File: src/rtl/tdm_fir_pkg.sv
// Shared definitions for the time-shared interpolating FIR.
// Assumes: callers pass positive counts to bits().
package tdm_fir_pkg;

    // Sequencer state: waiting for a sample, or stepping through taps.
    typedef enum logic {
        ST_IDLE = 1'b0,
        ST_MAC  = 1'b1
    } fir_state_t;

    // Index width for a count n, never below one bit.
    function automatic int bits(input int n);
        return (n > 1) ? $clog2(n) : 1;
    endfunction

endpackage

File: src/rtl/tdm_fir_coef_bank.sv
// Coefficient register bank with an address/data write port and one
// combinational read port.
// Assumes: the read index is always below N; writes at index >= N are dropped.
module tdm_fir_coef_bank #(
    parameter int N  = 8,
    parameter int CW = 16
) (
    input  logic                                clk,
    input  logic                                rst_n,
    input  logic                                we,
    input  logic [tdm_fir_pkg::bits(N):0]       waddr,
    input  logic signed [CW-1:0]                wdata,
    input  logic [tdm_fir_pkg::bits(N)-1:0]     raddr,
    output logic signed [CW-1:0]                rdata
);
    localparam int IW  = tdm_fir_pkg::bits(N);
    localparam int CAW = IW + 1;

    logic [N*CW-1:0] flat;

    for (genvar i = 0; i < N; i++) begin : g_tap
        logic signed [CW-1:0] coef_r;
        // Hold coefficient i; load it when the write address matches.
        always_ff @(posedge clk) begin
            if (!rst_n)
                coef_r <= '0;
            else if (we && waddr == CAW'(i))
                coef_r <= wdata;
        end
        assign flat[i*CW +: CW] = coef_r;
    end

    assign rdata = $signed(flat[int'(raddr)*CW +: CW]);

endmodule

File: src/rtl/tdm_fir_hist.sv
// Per-channel delay history. Each channel owns P slots and a circular
// write pointer, which moves only when that channel takes a sample.
// Assumes: wr_chan and rd_chan are below C, and rd_slot is below P.
module tdm_fir_hist #(
    parameter int C  = 4,
    parameter int P  = 4,
    parameter int DW = 16
) (
    input  logic                                clk,
    input  logic                                rst_n,
    input  logic                                wr_en,
    input  logic [tdm_fir_pkg::bits(C)-1:0]     wr_chan,
    input  logic signed [DW-1:0]                wr_data,
    output logic [tdm_fir_pkg::bits(P)-1:0]     wr_slot,
    input  logic [tdm_fir_pkg::bits(C)-1:0]     rd_chan,
    input  logic [tdm_fir_pkg::bits(P)-1:0]     rd_slot,
    output logic signed [DW-1:0]                rd_data
);
    localparam int CHW   = tdm_fir_pkg::bits(C);
    localparam int PW    = tdm_fir_pkg::bits(P);
    localparam int DEPTH = C * P;
    localparam int MW    = tdm_fir_pkg::bits(DEPTH);

    logic signed [DW-1:0] mem [DEPTH];
    logic [PW-1:0]        wptr [C];
    logic [MW-1:0]        wr_idx, rd_idx;

    assign wr_slot = wptr[wr_chan];
    assign wr_idx  = MW'(int'(wr_chan) * P + int'(wptr[wr_chan]));
    assign rd_idx  = MW'(int'(rd_chan) * P + int'(rd_slot));
    assign rd_data = mem[rd_idx];

    // Advance the write pointer of the channel being written, wrapping at P.
    always_ff @(posedge clk) begin
        if (!rst_n) begin
            for (int ch = 0; ch < C; ch++) wptr[ch] <= '0;
        end else begin
            for (int ch = 0; ch < C; ch++)
                if (wr_en && wr_chan == CHW'(ch))
                    wptr[ch] <= (wptr[ch] == PW'(P - 1)) ? '0 : wptr[ch] + PW'(1);
        end
    end

    // Store the incoming sample in its channel's current slot; clear on reset.
    always_ff @(posedge clk) begin
        if (!rst_n) begin
            for (int i = 0; i < DEPTH; i++) mem[i] <= '0;
        end else if (wr_en) begin
            mem[wr_idx] <= wr_data;
        end
    end

endmodule

File: src/rtl/tdm_fir_round_sat.sv
// Rounds a wide accumulator half-up by dropping SH fraction bits, then
// saturates the result to a DW-bit signed value.
// Assumes: AW leaves headroom for the rounding bias and SH >= 1.
module tdm_fir_round_sat #(
    parameter int AW = 37,
    parameter int DW = 16,
    parameter int SH = 15
) (
    input  logic signed [AW-1:0] acc,
    output logic signed [DW-1:0] res
);
    logic signed [AW-1:0] bias, shifted, maxv, minv;

    // Add half an LSB, shift down, then clamp to the output range.
    always_comb begin
        bias          = '0;
        bias[SH-1]    = 1'b1;
        shifted       = (acc + bias) >>> SH;
        maxv          = '0;
        maxv[DW-2:0]  = '1;
        minv          = '1;
        minv[DW-2:0]  = '0;
        if (shifted > maxv)
            res = maxv[DW-1:0];
        else if (shifted < minv)
            res = minv[DW-1:0];
        else
            res = shifted[DW-1:0];
    end

endmodule

File: src/rtl/tdm_interp_fir.sv
// Time-shared polyphase interpolating FIR. It takes one sample of any
// channel, then spends P cycles on each of the L phases, one tap per cycle,
// and emits one rounded output per phase.
// Assumes: N is a multiple of L, P = N/L >= 2, and in_chan < C.
module tdm_interp_fir #(
    parameter int C  = 4,
    parameter int DW = 16,
    parameter int CW = 16,
    parameter int L  = 2,
    parameter int N  = 8
) (
    input  logic                                clk,
    input  logic                                rst_n,
    input  logic                                in_valid,
    output logic                                in_ready,
    input  logic [tdm_fir_pkg::bits(C)-1:0]     in_chan,
    input  logic signed [DW-1:0]                in_data,
    input  logic                                coef_we,
    input  logic [tdm_fir_pkg::bits(N):0]       coef_addr,
    input  logic signed [CW-1:0]                coef_data,
    output logic                                out_valid,
    output logic [tdm_fir_pkg::bits(C)-1:0]     out_chan,
    output logic [tdm_fir_pkg::bits(L)-1:0]     out_phase,
    output logic signed [DW-1:0]                out_data
);
    import tdm_fir_pkg::*;

    localparam int P    = N / L;
    localparam int CHW  = bits(C);
    localparam int PHW  = bits(L);
    localparam int PW   = bits(P);
    localparam int IW   = bits(N);
    localparam int PRW  = DW + CW;
    localparam int ACCW = PRW + PW + 1;

    fir_state_t             state_q;
    logic [CHW-1:0]         chan_q;
    logic [PW-1:0]          base_q, tap_q, base_w, rd_slot;
    logic [PHW-1:0]         phase_q;
    logic signed [ACCW-1:0] acc_q, sum_w;
    logic [IW-1:0]          coef_ra;
    logic signed [CW-1:0]   coef_rd;
    logic signed [DW-1:0]   hist_rd, rnd_w;
    logic signed [PRW-1:0]  prod_w;
    logic                   accept;

    assign in_ready = (state_q == ST_IDLE);
    assign accept   = in_valid && in_ready;

    tdm_fir_coef_bank #(.N(N), .CW(CW)) u_coef (
        .clk   (clk),
        .rst_n (rst_n),
        .we    (coef_we),
        .waddr (coef_addr),
        .wdata (coef_data),
        .raddr (coef_ra),
        .rdata (coef_rd)
    );

    tdm_fir_hist #(.C(C), .P(P), .DW(DW)) u_hist (
        .clk     (clk),
        .rst_n   (rst_n),
        .wr_en   (accept),
        .wr_chan (in_chan),
        .wr_data (in_data),
        .wr_slot (base_w),
        .rd_chan (chan_q),
        .rd_slot (rd_slot),
        .rd_data (hist_rd)
    );

    tdm_fir_round_sat #(.AW(ACCW), .DW(DW), .SH(CW - 1)) u_rnd (
        .acc (sum_w),
        .res (rnd_w)
    );

    // Pick the history slot of sample n-tap and the coefficient phase+tap*L.
    always_comb begin
        int slot_i;
        int cidx_i;
        slot_i = int'(base_q) - int'(tap_q);
        if (slot_i < 0) slot_i = slot_i + P;
        rd_slot = PW'(slot_i);
        cidx_i  = int'(phase_q) + int'(tap_q) * L;
        coef_ra = IW'(cidx_i);
    end

    // One full-precision product per cycle, added to the running sum.
    assign prod_w = $signed({{CW{hist_rd[DW-1]}}, hist_rd}) *
                    $signed({{DW{coef_rd[CW-1]}}, coef_rd});
    assign sum_w  = acc_q + {{(ACCW - PRW){prod_w[PRW-1]}}, prod_w};

    // Sequencer: take a sample, walk P taps for each of L phases, emit outputs.
    always_ff @(posedge clk) begin
        if (!rst_n) begin
            state_q   <= ST_IDLE;
            chan_q    <= '0;
            base_q    <= '0;
            tap_q     <= '0;
            phase_q   <= '0;
            acc_q     <= '0;
            out_valid <= 1'b0;
            out_chan  <= '0;
            out_phase <= '0;
            out_data  <= '0;
        end else begin
            out_valid <= 1'b0;
            case (state_q)
                ST_IDLE: begin
                    if (in_valid) begin
                        chan_q  <= in_chan;
                        base_q  <= base_w;
                        tap_q   <= '0;
                        phase_q <= '0;
                        acc_q   <= '0;
                        state_q <= ST_MAC;
                    end
                end
                ST_MAC: begin
                    if (tap_q == PW'(P - 1)) begin
                        out_valid <= 1'b1;
                        out_data  <= rnd_w;
                        out_chan  <= chan_q;
                        out_phase <= phase_q;
                        acc_q     <= '0;
                        tap_q     <= '0;
                        if (phase_q == PHW'(L - 1))
                            state_q <= ST_IDLE;
                        else
                            phase_q <= phase_q + PHW'(1);
                    end else begin
                        acc_q <= sum_w;
                        tap_q <= tap_q + PW'(1);
                    end
                end
                default: state_q <= ST_IDLE;
            endcase
        end
    end

endmodule

File: config.mk
export PLATFORM = sky130hd
export DESIGN_NAME = tdm_interp_fir
export DESIGN_NICKNAME = d
export VERILOG_FILES = /design/src/rtl/tdm_fir_pkg.sv /design/src/rtl/tdm_fir_coef_bank.sv /design/src/rtl/tdm_fir_hist.sv /design/src/rtl/tdm_fir_round_sat.sv /design/src/rtl/tdm_interp_fir.sv
export SDC_FILE = /design/constraint.sdc
export NUM_CORES = 2
export LEC_CHECK = 0
export ABC_AREA = 1
export CORE_MARGIN = 4
export CORE_UTILIZATION = 30
export DETAILED_ROUTE_END_ITERATION = 10
export GPL_TIMING_DRIVEN = 0
export PLACE_DENSITY_LB_ADDON = 0.15
export SYNTH_ARGS = -nofsm -noshare
export SYNTH_HDL_FRONTEND = slang
export SYNTH_SLANG_ARGS = --single-unit
File: constraint.sdc
create_clock -name clk -period 14.3 [get_ports clk]
set_input_delay 4.29 -clock clk [delete_from_list [all_inputs] [get_ports clk]]
set_output_delay 4.29 -clock clk [all_outputs]
set_load 0.02 [all_outputs]
==> results.yml <==
run_status:
  status: "completed"
detailed_routing:
  drcViolationCount: 0
  avgRoutedWirePerCell_um: 19.93
  vias: 27170
  dr_wl_met2_mm: 51.65
  met1_length_mm: 52.98
  routed.top_layer: "met4"
  vias_per_cell: 4.814
  ant_nets: 0
  wl_met3_mm: 5.382
  drt_iter0_markers: 2240
  firstDrtPassIters: 6
  wl_mm: 112.5
worst_setup_path:
  crit_path_start_kind: "flop"
  end_kind: "flop"
  cp_max_fo: 10
  critical-path-max-stage-delay_ns: 0.87
  worstPathArrival_ns: 13.81
  cp_top_family: "adder cells"
  critPathMostFrequentCell: "nand2_1"
  required_ns: 14.85
  cpMaxStageDelayCell: "clkbuf_1"
  worst-setup-path-type: "flop to flop"
  critPathBufInv: 10
clock_tree:
  cts_tree: "done"
  clkSinkCount: 455
  cts_inserted_buffers: 55
  path_clk_slew_ns: 0.07
  post_cts_buffers: 0
  cts.repair.resized: 0
  clockRootBuffer: "clkbuf_16"
  ctsHoldBuffers: 0
  clk_latency_ns: 0.67
  h-tree-depth: 2
  cts_buffer_depth: 3
placed_design:
  port_buffers: 45
  place_congestion: 0.8595
  dp_hpwl_mm: 85.76
timing:
  finalHoldViolations: 0
  clock.fmax_mhz: 75.41
  tightest_slew_ns: 1.451
  slew_viol_final: 0
  rsz0062_at_grt: "false"
  setup_viol: 0
  period_needed_ns: 13.26
  fin_hold_ws_ns: 0.4508
  period_share_pct: 92.73
  slew-limit-headroom_pct: 2.609
  fin_skew_ns: 0.04165
  setup_tns_ns: 0
cells_and_area:
  diodes: 0
  layout.nets: 4615
  area_growth_pct: 12.17
  ff_latch_area_um2: 11750
  drive_gt1_share_pct: 5.770
  nFillCells: 11670
  multi_input_area_um2: 18220
floorplan:
  io_pins: 63
  core_area_um2: 109000
  fp.dieArea_um2: 115400
  initial_core_util_pct: 30.27
  num_rows: 121
  die_width_um: 339.6
  chipHeight_um: 339.6
logic_synthesis:
  syn_nets: 4512
  yosys_warnings: 0
  syn_area_per_cell_um2: 8.081
  synthDistinctLibCells: 53
  syn_inst: 4083
  synth-edff-count: 264
  ys_async_sr_fraction_pct: 0
  syn_area_um2: 32990
  ys.flop_type: "edfxtp_1"
  seq_area_frac_synth_pct: 35.62
  yosysTopAreaCellShare_pct: 24.03
  synth.area.top_cells: "edfxtp_1 (24%), fa_1 (16%), dfxtp_1 (12%)"
  synth_seq_cells: 455
  yosysTopAreaCell: "edfxtp_1"
global_route:
  gr-total-overflow: 0
  antenna_found_initial: 1
  grt_pass1_vias: 27270
  grt_pass1_wl_mm: 172.1
  grt_max_degree: 17
  grt_util_all_layers_pct: 19.48
hold_path:
  hold_path.class: "flop to flop"
flow_run:
  drv_cap: 0
sequential cells by signal, indices dropped and copies added (netlist names):
| register | count |
|---|---|
| tap_q | 2 |
| state_q | 1 |
| out_valid | 1 |
| u_coef.g_tap.coef_r | 128 |
| out_chan | 2 |
| out_phase | 1 |
| out_data | 16 |
| phase_q | 1 |
| chan_q | 2 |
| acc_q | 35 |
| u_hist.mem | 256 |
| u_hist.wptr | 8 |
| base_q | 2 |
routing by layer:
| layer | GRT usage (%) | up-vias |
|---|---|---|
| met5 | 0 | - |
| met4 | 4.507 | 0 |
| met3 | 2.474 | 125 |
| met2 | 31.92 | 615 |
| met1 | 27.44 | 13320 |
| li1 | - | 13110 |
final timing paths:
kind,start,to,slack (ns),cells after the start
max,tap_q[0],out_data[11],1.04,47
min,u_coef.g_tap[0].coef_r[15],u_coef.g_tap[0].coef_r[15],0.45,2
max reg2reg,tap_q[0],out_data[11],1.04,47
min reg2reg,u_coef.g_tap[0].coef_r[15],u_coef.g_tap[0].coef_r[15],0.45,2
cells in the mapped netlist (11+ instances only):
library cell and number:
inv_2 14, or2_2 21, xnor2_1 15, xor2_1 34, ha_1 124, nor3_1 11, buf_2 16, nor2_1 729
o32ai_1 16, buf_1 18, inv_1 586, o311ai_0 24, nor2_2 16, o211ai_1 15, nand4_1 17, fa_1 263
nand2_2 47, a21oi_1 247, clkbuf_1 153, o21ai_0 229, mux2i_1 32, nand2_1 805, a32o_1 14, edfxtp_1 264
nor2_4 17, nand3_1 78, dfxtp_1 191
cells by family after synthesis:
| family | share of synthesized area [%] |
|---|---|
| AO/OA/AOI/OAI | 10.24 |
| AND/OR/NAND/NOR | 21.99 |
| XOR/XNOR | 1.350 |
| adder cells (fa/ha/maj) | 20.66 |
| multiplexers | 0.9708 |
| buffers and inverters | 9.173 |
| flip-flops | 35.62 |
cell usage in the layout, fill, tap and decap left out, types with 15 or more instances in the layout:
cell type and instances:
a21oi_1 247, buf_1 18, buf_2 16, clkbuf_1 164, clkbuf_16 56, clkdlybuf4s50_1 45
clkinv_1 18, dfxtp_1 191, edfxtp_1 264, fa_1 263, ha_1 124, inv_1 586
mux2i_1 32, nand2_1 805, nand2_2 47, nand3_1 78, nand4_1 17, nor2_1 729
nor2_2 16, nor2_4 17, o211ai_1 15, o21ai_0 229, o311ai_0 24, o32ai_1 16
or2_2 21, xnor2_1 15, xor2_1 34
metrics by stage:
| step | worst slack, ns | std cells | utilization, % | cell area [um2] |
|---|---|---|---|---|
| floorplan | 4.904 | 4083 | - | 32990 |
| global placement | 1.227 | 5542 | 32.30 | 35210 |
| detailed placement | 1.247 | 5542 | 32.30 | 35210 |
| CTS | 1.263 | 5642 | 33.95 | 37000 |
| global route | 0.4930 | 5643 | 33.95 | 37010 |
| finish | 1.040 | 5643 | 33.95 | 37010 |
worst min-delay path, stage by stage (launching register included):
cell and delay [ns]:
dfxtp_1 0.30, inv_1 0.05, a21oi_1 0.05
area by class of cell:
| class | count | share of cell area (%) |
|---|---|---|
| clock inverter | 30 | 0.8215 |
| timing repair buffer | 46 | 1.237 |
| multi-input combinational | 2831 | 49.22 |
| clock buffer | 70 | 4.010 |
| buffer | 189 | 2.012 |
| tap | 1414 | 4.780 |
| sequential | 455 | 31.75 |
| inverter | 608 | 6.167 |
Power is left out: the tool's default activity adds up to more than one toggle a clock period on the data nets, which glitch-free logic cannot reach.
